`src/rtl/ext_irq_pkg.sv`:
```
// Package: ext_irq_pkg
// Holds the register offsets and the register-select decode shared by the
// register file and the checker. It assumes byte addressing on a 32-bit
// data port.
package ext_irq_pkg;

    localparam logic [7:0] OFS_MASK_SET  = 8'h00;
    localparam logic [7:0] OFS_MASK_CLR  = 8'h04;
    localparam logic [7:0] OFS_MASK_RD   = 8'h08;
    localparam logic [7:0] OFS_PEND_RD   = 8'h0C;
    localparam logic [7:0] OFS_PEND_CLR  = 8'h10;
    localparam logic [7:0] OFS_TRIG_KIND = 8'h14;
    localparam logic [7:0] OFS_EDGE_POL  = 8'h18;
    localparam logic [7:0] OFS_LEVEL_POL = 8'h1C;
    localparam logic [7:0] OFS_NMI_CTL   = 8'h24;

    typedef enum logic [3:0] {
        SEL_NONE,
        SEL_MASK_SET,
        SEL_MASK_CLR,
        SEL_MASK_RD,
        SEL_PEND_RD,
        SEL_PEND_CLR,
        SEL_TRIG_KIND,
        SEL_EDGE_POL,
        SEL_LEVEL_POL,
        SEL_NMI_CTL
    } reg_sel_e;

    // Map a byte offset to the register it selects.
    function automatic reg_sel_e decode_sel(input logic [7:0] ofs);
        case (ofs)
            OFS_MASK_SET:  return SEL_MASK_SET;
            OFS_MASK_CLR:  return SEL_MASK_CLR;
            OFS_MASK_RD:   return SEL_MASK_RD;
            OFS_PEND_RD:   return SEL_PEND_RD;
            OFS_PEND_CLR:  return SEL_PEND_CLR;
            OFS_TRIG_KIND: return SEL_TRIG_KIND;
            OFS_EDGE_POL:  return SEL_EDGE_POL;
            OFS_LEVEL_POL: return SEL_LEVEL_POL;
            OFS_NMI_CTL:   return SEL_NMI_CTL;
            default:       return SEL_NONE;
        endcase
    endfunction

endpackage

```
`src/rtl/ext_irq_sync.sv`:
```
// Module: ext_irq_sync
// Brings each asynchronous external line into the clock domain through two
// flops. It assumes each line is a quasi-static level that needs no glitch
// filtering. Output lags the input by two rising edges.
module ext_irq_sync #(
    parameter int NUM_LINES = 8
) (
    input  logic                 clk,
    input  logic                 rst_n,
    input  logic [NUM_LINES-1:0] line_in,
    output logic [NUM_LINES-1:0] line_sync
);

    for (genvar g = 0; g < NUM_LINES; g++) begin : g_line
        logic meta_q;
        logic stable_q;

        // Two-stage capture of one line.
        always_ff @(posedge clk) begin
            if (!rst_n) begin
                meta_q   <= 1'b0;
                stable_q <= 1'b0;
            end else begin
                meta_q   <= line_in[g];
                stable_q <= meta_q;
            end
        end

        assign line_sync[g] = stable_q;
    end

endmodule

```
`src/rtl/ext_irq_detect.sv`:
```
// Module: ext_irq_detect
// Turns the synchronized lines into a per-line trigger pulse or level,
// using the trigger kind and polarity bits. It assumes the configuration
// bits are already in the clock domain. The trigger output is
// combinational from the synchronized sample and one stored past sample.
module ext_irq_detect #(
    parameter int NUM_LINES = 8
) (
    input  logic                 clk,
    input  logic                 rst_n,
    input  logic [NUM_LINES-1:0] line_sync,
    input  logic [NUM_LINES-1:0] kind_level,
    input  logic [NUM_LINES-1:0] edge_rise,
    input  logic [NUM_LINES-1:0] level_high,
    output logic [NUM_LINES-1:0] line_evt
);

    logic [NUM_LINES-1:0] prev_q;

    // Keep the previous synchronized sample for edge comparison.
    always_ff @(posedge clk) begin
        if (!rst_n) prev_q <= '0;
        else        prev_q <= line_sync;
    end

    for (genvar g = 0; g < NUM_LINES; g++) begin : g_evt
        logic rise_seen;
        logic fall_seen;
        logic lvl_hit;

        // Select the trigger condition configured for this line.
        always_comb begin
            rise_seen   = line_sync[g] & ~prev_q[g];
            fall_seen   = ~line_sync[g] & prev_q[g];
            lvl_hit     = (line_sync[g] == level_high[g]);
            line_evt[g] = kind_level[g] ? lvl_hit
                        : (edge_rise[g] ? rise_seen : fall_seen);
        end
    end

endmodule

```
`src/rtl/ext_irq_regs.sv`:
```
// Module: ext_irq_regs
// Register file: enable (mask) bits with set and clear words, sticky
// pending bits, trigger configuration, non-maskable control, and the
// read multiplexer. It assumes one access per cycle. Reads are
// combinational, and unbuilt bits read as zero.
module ext_irq_regs
    import ext_irq_pkg::*;
#(
    parameter int NUM_LINES = 8,
    parameter int ADDR_W    = 8
) (
    input  logic                 clk,
    input  logic                 rst_n,
    input  logic [ADDR_W-1:0]    bus_addr,
    input  logic                 bus_we,
    input  logic [31:0]          bus_wdata,
    output logic [31:0]          bus_rdata,
    input  logic [NUM_LINES-1:0] line_evt,
    output logic [NUM_LINES-1:0] mask_vec,
    output logic [NUM_LINES-1:0] pend_vec,
    output logic [NUM_LINES-1:0] kind_level,
    output logic [NUM_LINES-1:0] edge_rise,
    output logic [NUM_LINES-1:0] level_high,
    output logic                 nmi_en
);

    reg_sel_e             sel;
    logic [NUM_LINES-1:0] wbits;
    logic [NUM_LINES-1:0] pend_clr;
    logic                 unused_wdata;

    // Decode the access and trim the write data to the built lines.
    always_comb begin
        sel          = decode_sel(8'(bus_addr));
        wbits        = bus_wdata[NUM_LINES-1:0];
        pend_clr     = (bus_we && sel == SEL_PEND_CLR) ? wbits : '0;
        unused_wdata = ^bus_wdata;
    end

    // Configuration and enable registers written by software.
    always_ff @(posedge clk) begin
        if (!rst_n) begin
            mask_vec   <= '0;
            kind_level <= '0;
            edge_rise  <= '0;
            level_high <= '0;
            nmi_en     <= 1'b0;
        end else if (bus_we) begin
            case (sel)
                SEL_MASK_SET:  mask_vec   <= mask_vec | wbits;
                SEL_MASK_CLR:  mask_vec   <= mask_vec & ~wbits;
                SEL_TRIG_KIND: kind_level <= wbits;
                SEL_EDGE_POL:  edge_rise  <= wbits;
                SEL_LEVEL_POL: level_high <= wbits;
                SEL_NMI_CTL:   nmi_en     <= bus_wdata[0];
                default:       ;
            endcase
        end
    end

    // Sticky pending bits; a trigger in the clear cycle keeps the bit.
    always_ff @(posedge clk) begin
        if (!rst_n) pend_vec <= '0;
        else        pend_vec <= (pend_vec & ~pend_clr) | line_evt;
    end

    // Read multiplexer, zero-extended to the data width.
    always_comb begin
        case (sel)
            SEL_MASK_RD:   bus_rdata = 32'(mask_vec);
            SEL_PEND_RD:   bus_rdata = 32'(pend_vec);
            SEL_TRIG_KIND: bus_rdata = 32'(kind_level);
            SEL_EDGE_POL:  bus_rdata = 32'(edge_rise);
            SEL_LEVEL_POL: bus_rdata = 32'(level_high);
            SEL_NMI_CTL:   bus_rdata = {31'd0, nmi_en};
            default:       bus_rdata = 32'd0;
        endcase
    end

endmodule

```
`src/rtl/ext_irq_ctrl.sv`:
```
// Module: ext_irq_ctrl
// Top of the external interrupt controller: synchronizer, trigger detect,
// register file and request outputs. It assumes 1 <= NUM_LINES <= 32 and
// an ADDR_W wide enough to reach offset 0x24.
module ext_irq_ctrl #(
    parameter int NUM_LINES = 8,
    parameter int ADDR_W    = 8
) (
    input  logic                 clk,
    input  logic                 rst_n,
    input  logic [ADDR_W-1:0]    bus_addr,
    input  logic                 bus_we,
    input  logic [31:0]          bus_wdata,
    output logic [31:0]          bus_rdata,
    input  logic [NUM_LINES-1:0] ext_line,
    output logic                 cpu_irq,
    output logic                 nmi_irq
);

    logic [NUM_LINES-1:0] line_sync;
    logic [NUM_LINES-1:0] line_evt;
    logic [NUM_LINES-1:0] mask_vec;
    logic [NUM_LINES-1:0] pend_vec;
    logic [NUM_LINES-1:0] kind_level;
    logic [NUM_LINES-1:0] edge_rise;
    logic [NUM_LINES-1:0] level_high;
    logic                 nmi_en;

    ext_irq_sync #(.NUM_LINES(NUM_LINES)) u_sync (
        .clk       (clk),
        .rst_n     (rst_n),
        .line_in   (ext_line),
        .line_sync (line_sync)
    );

    ext_irq_detect #(.NUM_LINES(NUM_LINES)) u_detect (
        .clk        (clk),
        .rst_n      (rst_n),
        .line_sync  (line_sync),
        .kind_level (kind_level),
        .edge_rise  (edge_rise),
        .level_high (level_high),
        .line_evt   (line_evt)
    );

    ext_irq_regs #(.NUM_LINES(NUM_LINES), .ADDR_W(ADDR_W)) u_regs (
        .clk        (clk),
        .rst_n      (rst_n),
        .bus_addr   (bus_addr),
        .bus_we     (bus_we),
        .bus_wdata  (bus_wdata),
        .bus_rdata  (bus_rdata),
        .line_evt   (line_evt),
        .mask_vec   (mask_vec),
        .pend_vec   (pend_vec),
        .kind_level (kind_level),
        .edge_rise  (edge_rise),
        .level_high (level_high),
        .nmi_en     (nmi_en)
    );

    // Combine enabled pending lines and gate the non-maskable request.
    always_comb begin
        cpu_irq = |(pend_vec & mask_vec);
        nmi_irq = nmi_en & pend_vec[0];
    end

endmodule

```
`config.mk`:
```
export PLATFORM = sky130hd
export DESIGN_NAME = ext_irq_ctrl
export DESIGN_NICKNAME = d
export VERILOG_FILES = /design/src/rtl/ext_irq_pkg.sv /design/src/rtl/ext_irq_sync.sv /design/src/rtl/ext_irq_detect.sv /design/src/rtl/ext_irq_regs.sv /design/src/rtl/ext_irq_ctrl.sv
export SDC_FILE = /design/constraint.sdc
export NUM_CORES = 1
export LEC_CHECK = 0
export ABC_AREA = 0
export BUFFER_PORTS_ARGS = -buffer_cell sky130_fd_sc_hd__buf_2
export CAP_MARGIN = 30
export CORE_AREA = 2 2 92 94
export CTS_BUF_LIST = sky130_fd_sc_hd__clkbuf_8
export DETAILED_ROUTE_END_ITERATION = 12
export DIE_AREA = 0 0 94 96
export PLACE_DENSITY = 0.77
export SYNTH_ARGS = -nofsm -noshare
export SYNTH_HDL_FRONTEND = slang
export SYNTH_HIERARCHICAL = 1
export SYNTH_SLANG_ARGS = --single-unit
```
`constraint.sdc`:
```
create_clock -name clk -period 2.1 [get_ports clk]
set_clock_uncertainty 0.15 [all_clocks]
set_input_delay 0.21 -clock clk [delete_from_list [all_inputs] [get_ports clk]]
set_output_delay 0.21 -clock clk [all_outputs]
set_load 0.01 [all_outputs]
```
==> metrics.md, run 1 <==
| Metric | Value |
|---|---|
| Run status | finished clean |
| Synth Area in Compound Gates | 0.186 |
| First-pass GRT wire length | 11500 um |
| Area growth, synth to finish | 18.4% |
| Peak supply drop | approximately 0.33 mV |
| Final Hold Fails | 0 |
| Switch share | 0.232 |
| #FFs+latches synth | 65 |
| Die height | approximately 96 um |
| Top-area cell type share of the netlist area | 0.404 |
| Fmax | 489 MHz |
| CTS tree | done |
| RSZ-0062 raised after global routing | no |
| Nets | 435 |
| Die Area | between 9000 and 10000 um2 |
| CTS buffer count | 9 |
| Largest family of logic cells by synthesized area | simple AND/OR/NAND/NOR gates |
| Max cap viols | 0 |
| Initial antenna violation count | 0 |
| Worst min path class | in -> reg |
| CP Launch Point | bus_addr[1] |
| Starting DRT DRC Count | 207 |
| TritonCTS Sinks | 65 |
| Vias in the first global route | 2388 |
| Placed wire-length estimate | 4920 um |
| RR Endpoint | u_regs/pend_vec[0] |
| Crit start category | primary input |
| Critical path class | in -> out |
| Synth cell types | 40 |
| Final Max Slew Viols | 0 |
| Dominant cells by area after synthesis | dfxtp_1 (40%), buf_4 (8.2%), mux2i_1 (5.3%), a22oi_1 (4.0%), nor3b_1 (3.7%) |
| Core area | 8050 um2 |
| Mux share of post-synthesis cell area | 0.0843 |
| R2R setup slack | ~730 ps |
| Final core occ | 0.474 |
| Row Count | 33 |
| Sequential share of the synthesized area | 0.404 |
| Largest net degree at the start of global routing | 42 |
| Crit path max-delay cell type | or4_4 |
| Root Buffer | clkbuf_8 |
| Detailed Routing Iterations Pass 1 | 4 |
| Grt ovf | 0 |
| Crit-path cells | buf_2, or4_4, or2_4, o21ai_1, buf_2 |
| Clock network power share | 0.440 |
| P_sw | between 0.6 and 0.7 mW |
| Post-synthesis simple-gate area fraction | 0.210 |
| Hold path depth | 3 |
| Max stage delay on crit path | around 600 ps |
| Post-Synth XOR/XNOR Area | 0 |
| DR vias | around 2600 |
| Post-synthesis adder-cell area fraction | 0 |
| Fill count | a little under 800 |
| Combinational Power Share | 0.082 |
| CP endpoint | bus_rdata[5] |
| Layout cells sized above 1 | 0.262 |
| Final antenna-violating net count | 0 |
| Minimum clock period | about 2000 ps |
| Routability Congestion | 0.784 |
| Period Utilization, post-route | 0.974 |
| Initial core utilization | 0.400 |
| Syn Inst Count | 332 |
| Setup violations, final | 0 |
| Worst Setup End Kind | output pin |
| Diode count | 0 |
| Lkg Pwr | 1.57 nW |
| Largest area contributor in the netlist | dfxtp_1 |
| # Post-CTS Setup Buffers | 0 |
| Setup tns final | 0 ps |
| Drt total wl | 7330 um |
| Top FF cell, synth | dfxtp_1 |
| Post-DR vias/cell | between 5 and 6 |
| Routed len/inst | 14.8 um |
| Seq pwr share | 0.479 |
| CTS max path bufs | 2 |
| Pwr dens | 702 nW/um2 |
| R2R cell count | 4 |
| Ys Warns | 6 |
| Die Wd | 94 um |
| EDFF count, synth | 0 |
| WP data required | roughly 1700 ps |
| Mapped cell area | 3220 um2 |
| Cell with the most instances on the worst path | buf_2 |
| H-tree depth | 3 |
| Ports | 85 |
| Worst reg2reg startpoint | u_regs/kind_level[0] |
| IO buf count | 36 |
| Clock-pin slew on the worst setup and hold paths | ~70 ps |
| Mapped Avg Cell Area | 9.70 um2 |
| Asr flop ratio synth | 0 |
| Internal power | 2.05 mW |
| Total global-route track usage | 0.167 |
| DRC errors left | 0 |
| Worst-path maximum fanout | 9 |
| Critical path arrival | 1690 ps |
| Clock Latency Late Sink | 340 ps |
[power by group through the flow]
stage	clock (mW)	sequential (mW)	combinational, mW
6_report	1.18	1.28	0.218
3_3_place_gp	0	1.31	0.184
4_1_cts	1.20	1.28	0.215
3_5_place_dp	0	1.31	0.190
2_1_floorplan	0	1.30	0.165
5_1_grt	1.25	1.28	0.239
[worst min-delay path by stage]
stage                             from                        end  slack (ps)
2_1_floorplan             bus_wdata[7]                   register         170
3_3_place_gp   u_sync/g_line[2].meta_q  u_sync/g_line[2].stable_q         260
3_5_place_dp               ext_line[2]    u_sync/g_line[2].meta_q         270
4_1_cts                         bus_we              u_regs/nmi_en          40
5_1_grt                         bus_we              u_regs/nmi_en          60
6_report                        bus_we              u_regs/nmi_en          60
[cells in the final DEF (no fill, tap or decap), types with 10 or more instances in the layout]
| master | n |
|---|---|
| dfxtp_1 | 65 |
| buf_2 | 36 |
| nand2_1 | 27 |
| conb_1 | 24 |
| a22oi_1 | 17 |
| mux2i_1 | 17 |
| dlygate4sd3_1 | 16 |
| nor3b_1 | 16 |
| and2_2 | 13 |
| o21ai_1 | 13 |
| and2_1 | 12 |
| buf_4 | 12 |
| clkbuf_8 | 10 |
| inv_1 | 10 |
| nor2b_1 | 10 |
[area by class of cell]
type	count	area, um2	share of cell area
Multi-Input combinational cell	233	1660	0.434
Sequential cell	65	1300	0.341
Timing Repair Buffer	66	470	0.123
Clock buffer	10	138	0.0361
Tap cell	105	131	0.0345
Clock inverter	6	82.6	0.0217
Inverter	9	33.8	0.00886
[worst max-delay path: cells and delay by family]
family	cells	cell delay (ps)
AND/OR/NAND/NOR	2	960
AO/OA/AOI/OAI	1	240
buffers and inverters	2	280
[Yosys cell counts, types with 9 or more instances]
cell / n
dfxtp_1: 65
buf_4: 35
nand2_1: 27
a22oi_1: 17
mux2i_1: 17
nor3b_1: 16
o21ai_0: 14
and2_2: 13
and2_1: 12
nor2b_1: 10
inv_1: 9
nand3_1: 9
[kinds of logic after synthesis]
logic type | Yosys count
mux | 25
simple gates | 103
buf+inv | 57
compound gates | 81
other cells | 1
flops | 65
[layer usage]
metal,track usage,up-vias,wire length [um],share of wire
met3,0.0439,11,510,0.070
met1,0.216,1193,3270,0.45
met5,0,-,0,0
met2,0.268,92,3440,0.47
met4,0.0616,0,103,0.014
li1,-,1254,-,-
[through the flow]
step                      power (mW)  hold WS, ps  std cells  setup WS, ps  cell area (um2)
after global routing            2.77         57.2        494          1.18             3810
after floorplan                 1.47          170        355           102             3310
after global placement          1.49          264        462         -76.9             3410
after detailed placement        1.50          270        462         -92.0             3410
final                           2.68         59.3        494          53.9             3810
after CTS                       2.70         41.8        494          3.11             3800
[what timing repair did]
action                                 CTS  global route
pin swaps                                0             2
hold buffers                            16             0
resized for setup                        6             2
setup endpoints to repair                6             6
endpoints found under the hold margin   24             0
(Power assumes the default switching activity.)
==> inputs of run 2 (changes only) <==
- CORE_AREA: 2 2 92 94 -> 2 2 89 91
- CTS_CLUSTER_SIZE: default -> 10
- DIE_AREA: 0 0 94 96 -> 0 0 91 93
- PLACE_DENSITY: 0.77 -> 0.78
- SYNTH_HIERARCHICAL: 1 -> default
==> metrics.md, run 2 <==
| Metric | Value |
|---|---|
| Root Buffer | clkbuf_8 |
| Min-delay src | bus_wdata[7] |
| Routed len/inst | 14.2 um |
| Critical path arrival | 1670 ps |
| DRC errors left | 0 |
| Clock-pin slew on the worst setup and hold paths | 70 ps |
| Switch share | 0.232 |
| WP data required | 1740 ps |
| # Post-CTS Setup Buffers | 0 |
| Clock Latency Late Sink | 340 ps |
| First-pass GRT wire length | ~11000 um |
| Worst hold slack | 17.1 ps |
| Max cap viols | 0 |
| Syn Inst Count | ~340 |
| CTS buffer count | 9 |
| Asr flop ratio synth | 0 |
| DR vias | 2628 |
| Sequential share of the synthesized area | 0.429 |
| Critical path class | in -> out |
| Worst hold endpoint | u_regs.level_high[7] |
| Most common cell in the synthesized netlist | dfxtp_1 |
| Crit path max-delay cell type | nor4_4 |
| Initial core utilization | 0.403 |
| Diode count | 0 |
| Initial antenna violation count | 0 |
| Most frequent cells in the layout | dfxtp_1 (65), o21ai_0 (40), nand3_1 (36), buf_2 (36), and2_1 (25) |
| H-tree depth | 3 |
| Core area | 7530 um2 |
| Combinational Power Share | 0.072 |
| Internal power | 1.93 mW |
| Ys Warns | 0 |
| Die Wd | just over 90 um |
| Worst-path maximum fanout | 7 |
| Post-DR vias/cell | 5.34 |
| Routability Congestion | a little over 0.8 |
| #FFs+latches synth | 65 |
| Final antenna-violating net count | 0 |
| Row Count | 32 |
| R2R setup slack | 880 ps |
| EDFF count, synth | 0 |
| Top FF cell, synth | dfxtp_1 |
| Fmax | 493 MHz |
| P_sw | 0.584 mW |
| Pwr dens | 708 nW/um2 |
| TritonCTS Sinks | 65 |
| Synth cell types | 29 |
| Area growth, synth to finish | 17.2% |
| Total global-route track usage | 0.170 |
| Delay-heaviest family, CP | simple AND/OR/NAND/NOR gates |
| Largest net degree at the start of global routing | 49 |
| Run status | finished clean |
| Final Hold Fails | 0 |
| Die Area | 8460 um2 |
| Setup violations, final | 0 |
| Top-area cell type share of the netlist area | 0.429 |
| RR Endpoint | u_regs.pend_vec[1] |
| CTS max path bufs | 2 |
| Peak supply drop | roughly 0.42 mV |
| Lkg Pwr | 1.36 nW |
| Starting DRT DRC Count | 229 |
| Layout cells sized above 1 | 0.187 |
| Setup tns final | 0 ps |
| Detailed Routing Iterations Pass 1 | 7 |
| Worst min path class | in -> reg |
| Mapped Avg Cell Area | 8.94 um2 |
| R2R cell count | 3 |
| Worst Setup End Kind | output pin |
| Mapped cell area | 3030 um2 |
| Drt total wl | 7000 um |
| IO buf count | 36 |
| Final Max Slew Viols | 0 |
| Die height | 93 um |
| Fill count | 749 |
| Minimum clock period | ~2000 ps |
| Vias in the first global route | 2408 |
| Grt ovf | 0 |
| RSZ-0062 raised after global routing | no |
| Cell with the most instances on the worst path | buf_2 |
| Dominant cells by area after synthesis | dfxtp_1 (43%), o21ai_0 (6.6%), buf_4 (6.2%), nand3_1 (5.9%), and2_1 (5.2%) |
| Ports | between 80 and 90 |
| Worst reg2reg startpoint | u_regs.kind_level[1] |
| Hold path depth | 3 |
| Largest area contributor in the netlist | dfxtp_1 |
| Commonest non-fill, non-tap cell in the layout | dfxtp_1 |
| Crit start category | primary input |
| Worst Path Buf+Inv | 2 |
| Crit-path cells | buf_2, nor4_4, nand3_1, nor2_1, a221o_1, buf_2 |
| Nets | ~440 |
| Clock network power share | 0.421 |
| Seq pwr share | 0.506 |
| Max stage delay on crit path | 460 ps |
| Placed wire-length estimate | 4830 um |
| Period Utilization, post-route | 0.966 |
| CTS tree | done |
| Commonest cells post-synth | dfxtp_1 (65), o21ai_0 (40), nand3_1 (36) |
[run 2: changes by cell type after synthesis, sizes merged, moves of 9 or more]
cell	previous run	this run
nand3	9	36
o21ai	22	40
nor3b	16	0
nor2	2	17
a22oi	17	5
buf	41	29
clkbuf	7	16
inv	9	0
nand4	2	11
[run 2: stage by stage]
stage               instances  utilization  area [um2]  setup slack, ps  power (mW)
global placement          469        0.435        3280             90.1        1.47
global route              492        0.472        3550             4.99        2.60
finish                    492        0.472        3550             71.7        2.51
CTS                       492        0.472        3550             76.7        2.52
detailed placement        469        0.435        3280             72.5        1.47
floorplan                 362            -        3120              442        1.44
[run 2: layout make-up]
cell class	instances	area, um2	area share
timing repair buffer	58	378	0.106
multi-input combinational	252	1550	0.436
tap	102	128	0.0359
clock buffer	11	151	0.0426
clock inverter	4	43.8	0.0123
sequential	65	1300	0.366
[run 2: worst max path at each step]
stage	startpoint	end	slack, ps	cells after the start
finish	bus_addr[7]	bus_rdata[1]	70	6
global route	bus_addr[7]	bus_rdata[5]	5	6
CTS	bus_addr[7]	bus_rdata[4]	80	6
detailed placement	bus_addr[7]	bus_rdata[4]	70	6
global placement	bus_addr[7]	bus_rdata[5]	90	6
floorplan	bus_addr[7]	bus_rdata[0]	440	5
[run 2: cells by family (layout without fill, tap and decap cells)]
| group | count (synthesis) | in the layout | synth area share |
|---|---|---|---|
| flip-flops | 65 | 65 | 0.429 |
| buffers and inverters | 45 | 73 | 0.0875 |
| XOR/XNOR | 8 | 8 | 0.0231 |
| AO/OA/AOI/OAI | 78 | 78 | 0.175 |
| other | 1 | 24 | 0.00124 |
| AND/OR/NAND/NOR | 133 | 133 | 0.254 |
| multiplexers | 9 | 9 | 0.0297 |
[run 2: metal layers]
layer / GRT usage / up-vias / routed length [um]
met5: 0 / - / 0
met4: 0.0985 / 0 / 159
met3: 0.0346 / 16 / 498
met2: 0.263 / 103 / 3210
met1: 0.221 / 1230 / 3130
li1: - / 1279 / -
[run 2: worst min-delay path: cells and delay by family]
kind                   cells  cell delay, ps
AND/OR/NAND/NOR            1              70
AO/OA/AOI/OAI              1              70
buffers and inverters      1             110
[run 2: timing repair]
item	in CTS	in global routing
endpoints found under the hold margin	8	0
hold buffers	8	0
resized for setup	0	0
[run 2: power groups by stage]
stage / sequential (mW) / combinational, mW / clock (mW)
after floorplan: 1.30 / 0.142 / 0
after global placement: 1.30 / 0.167 / 0
after detailed placement: 1.30 / 0.169 / 0
after CTS: 1.27 / 0.181 / 1.07
after global routing: 1.27 / 0.202 / 1.12
final: 1.27 / 0.182 / 1.06
==> inputs of run 3 (changes only) <==
- CORE_AREA: 2 2 89 91 -> 2 2 86 88
- DIE_AREA: 0 0 91 93 -> 0 0 88 90
- HOLD_SLACK_MARGIN: default -> 0.06
- PLACE_DENSITY: 0.78 -> 0.82
==> metrics.md, run 3 (synthesized netlist as in run 2, its figures left out) <==
| Metric | Value |
|---|---|
| Run status | finished clean |
| Crit path max-delay cell type | nor4_4 |
| Hold path depth | 3 |
| Die Wd | ~88 um |
| DR vias | 2671 |
| Crit start category | primary input |
| Largest net degree at the start of global routing | 47 |
| R2R setup slack | 880 ps |
| R2R cell count | 3 |
| Worst-path maximum fanout | 26 |
| Die height | ~90 um |
| Grt ovf | 0 |
| IO buf count | 36 |
| Period Utilization, post-route | 0.946 |
| Met1 WL | 3020 um |
| Detailed Routing Iterations Pass 1 | 5 |
| Routed len/inst | 14.3 um |
| WL met2 | 3330 um |
| Setup violations, final | 0 |
| Post-DR vias/cell | roughly 5.4 |
| Critical path class | in -> out |
| First-pass GRT wire length | approximately 12000 um |
| Initial core utilization | 0.432 |
| CTS buffer count | 9 |
| Nets | 443 |
| CTS max path bufs | 2 |
| Clock Latency Late Sink | about 340 ps |
| Peak supply drop | 0.348 mV |
| Final antenna-violating net count | 0 |
| Delay-heaviest family, CP | simple AND/OR/NAND/NOR gates |
| TritonCTS Sinks | 65 |
| Commonest non-fill, non-tap cell in the layout | dfxtp_1 |
| Routability Congestion | 0.848 |
| RSZ-0062 raised after global routing | no |
| Top sig layer | met4 |
| Worst Setup End Kind | output pin |
| Crit-path cells | buf_2, nor4_4, buf_12, nand3_1, nor2_1, a221o_1, buf_2 |
| Max cap viols | 0 |
| RR Endpoint | u_regs.pend_vec[6] |
| Most frequent cells in the layout | dfxtp_1 (65), o21ai_0 (40), nand3_1 (36), buf_2 (36), and2_1 (25) |
| Total global-route track usage | 0.186 |
| Drt total wl | 7080 um |
| Root Buffer | clkbuf_8 |
| Die Area | approximately 8000 um2 |
| H-tree depth | 3 |
| Initial antenna violation count | 0 |
| Worst reg2reg startpoint | u_sync.g_line[6].stable_q |
| Post-cts repair resize count | 0 |
| Final Max Slew Viols | 0 |
| Diode count | 0 |
| Fill count | about 650 |
| Area growth, synth to finish | 20.7% |
| Worst Path Buf+Inv | 3 |
| CTS tree | done |
| WP data required | 1740 ps |
| Layout cells sized above 1 | 0.186 |
| Min-delay src | bus_addr[4] |
| Row Count | 31 |
| Vias in the first global route | 2433 |
| Minimum clock period | 1990 ps |
| Lkg Pwr | 1.40 nW |
| Starting DRT DRC Count | 300 |
| Ports | 85 |
| Max stage delay on crit path | 310 ps |
| Setup tns final | 0 ps |
| DRC errors left | 0 |
| Detail Route met3 WL | 555 um |
| Placed wire-length estimate | 4760 um |
| Pwr dens | approximately 730 nW/um2 |
| Fmax | 503 MHz |
| Clock-pin slew on the worst setup and hold paths | 70 ps |
| Worst min path class | in -> reg |
| Critical path arrival | around 1600 ps |
| Total power | 2.67 mW |
| Final Hold Fails | 0 |
| Core area | 7020 um2 |
| Cell with the most instances on the worst path | buf_2 |
[run 3: cell types whose count changed in the layout (fill, tap and decap cells not counted), sizes merged]
cell and delta:
buf -1, clkinvlp +1, inv -1, dlygate4sd3 +7, bufinv +1
[run 3: layout make-up]
cell class / count / area (um2) / share of cell area
well taps: 99 / 124 / 0.0339
clock buffers: 11 / 151 / 0.0414
clock inverters: 5 / 77.6 / 0.0212
repair buffers: 64 / 453 / 0.124
flip-flops and latches: 65 / 1300 / 0.356
multi-input cells: 252 / 1550 / 0.424
[run 3: how the worst max path moves through the flow]
stage                            from           end  slack (ps)  cells after the start
after floorplan           bus_addr[7]  bus_rdata[0]         440                      5
after global placement    bus_addr[7]  bus_rdata[5]         150                      7
after detailed placement  bus_addr[7]  bus_rdata[6]          90                      7
after CTS                 bus_addr[7]  bus_rdata[6]          80                      7
after global routing      bus_addr[7]  bus_rdata[6]          60                      7
final                     bus_addr[7]  bus_rdata[6]         110                      7
[run 3: worst register-to-register path, delay by kind of cell, from the launching register on]
| family | cells | cell delay, ps |
|---|---|---|
| flops | 1 | 410 |
| simple gates | 1 | 330 |
| compound gates | 2 | 260 |
[run 3: routing by layer]
metal / GRT usage / vias to the layer above
li1: - / 1296
met1: 0.240 / 1220
met2: 0.288 / 137
met3: 0.0551 / 18
met4: 0.0782 / 0
met5: 0 / -
[run 3: repair_timing]
action                                  4_1_cts  5_1_grt
hold buffers                                 15        0
hold endpoints to repair                     29        0
setup buffers                                 0        0
endpoints found under the setup margin        0        0
[run 3: metrics by stage]
step                      std cells  hold WS [ps]   util  cell area, um2  setup slack [ps]
after floorplan                 362           187      -            3120               442
after global placement          465           264  0.467            3280               148
after detailed placement        465           267  0.467            3280              90.8
after CTS                       496          64.9  0.521            3660              84.4
after global routing            496           110  0.521            3660              55.3
final                           496          88.3  0.521            3660               113
[run 3: report_power, final]
part | internal (mW) | leakage, nW | total (mW) | switching, mW
registers | 1.26 | 0.528 | 1.27 | 0.0156
logic | 0.0829 | 0.756 | 0.193 | 0.110
clock network | 0.729 | 0.115 | 1.20 | 0.473
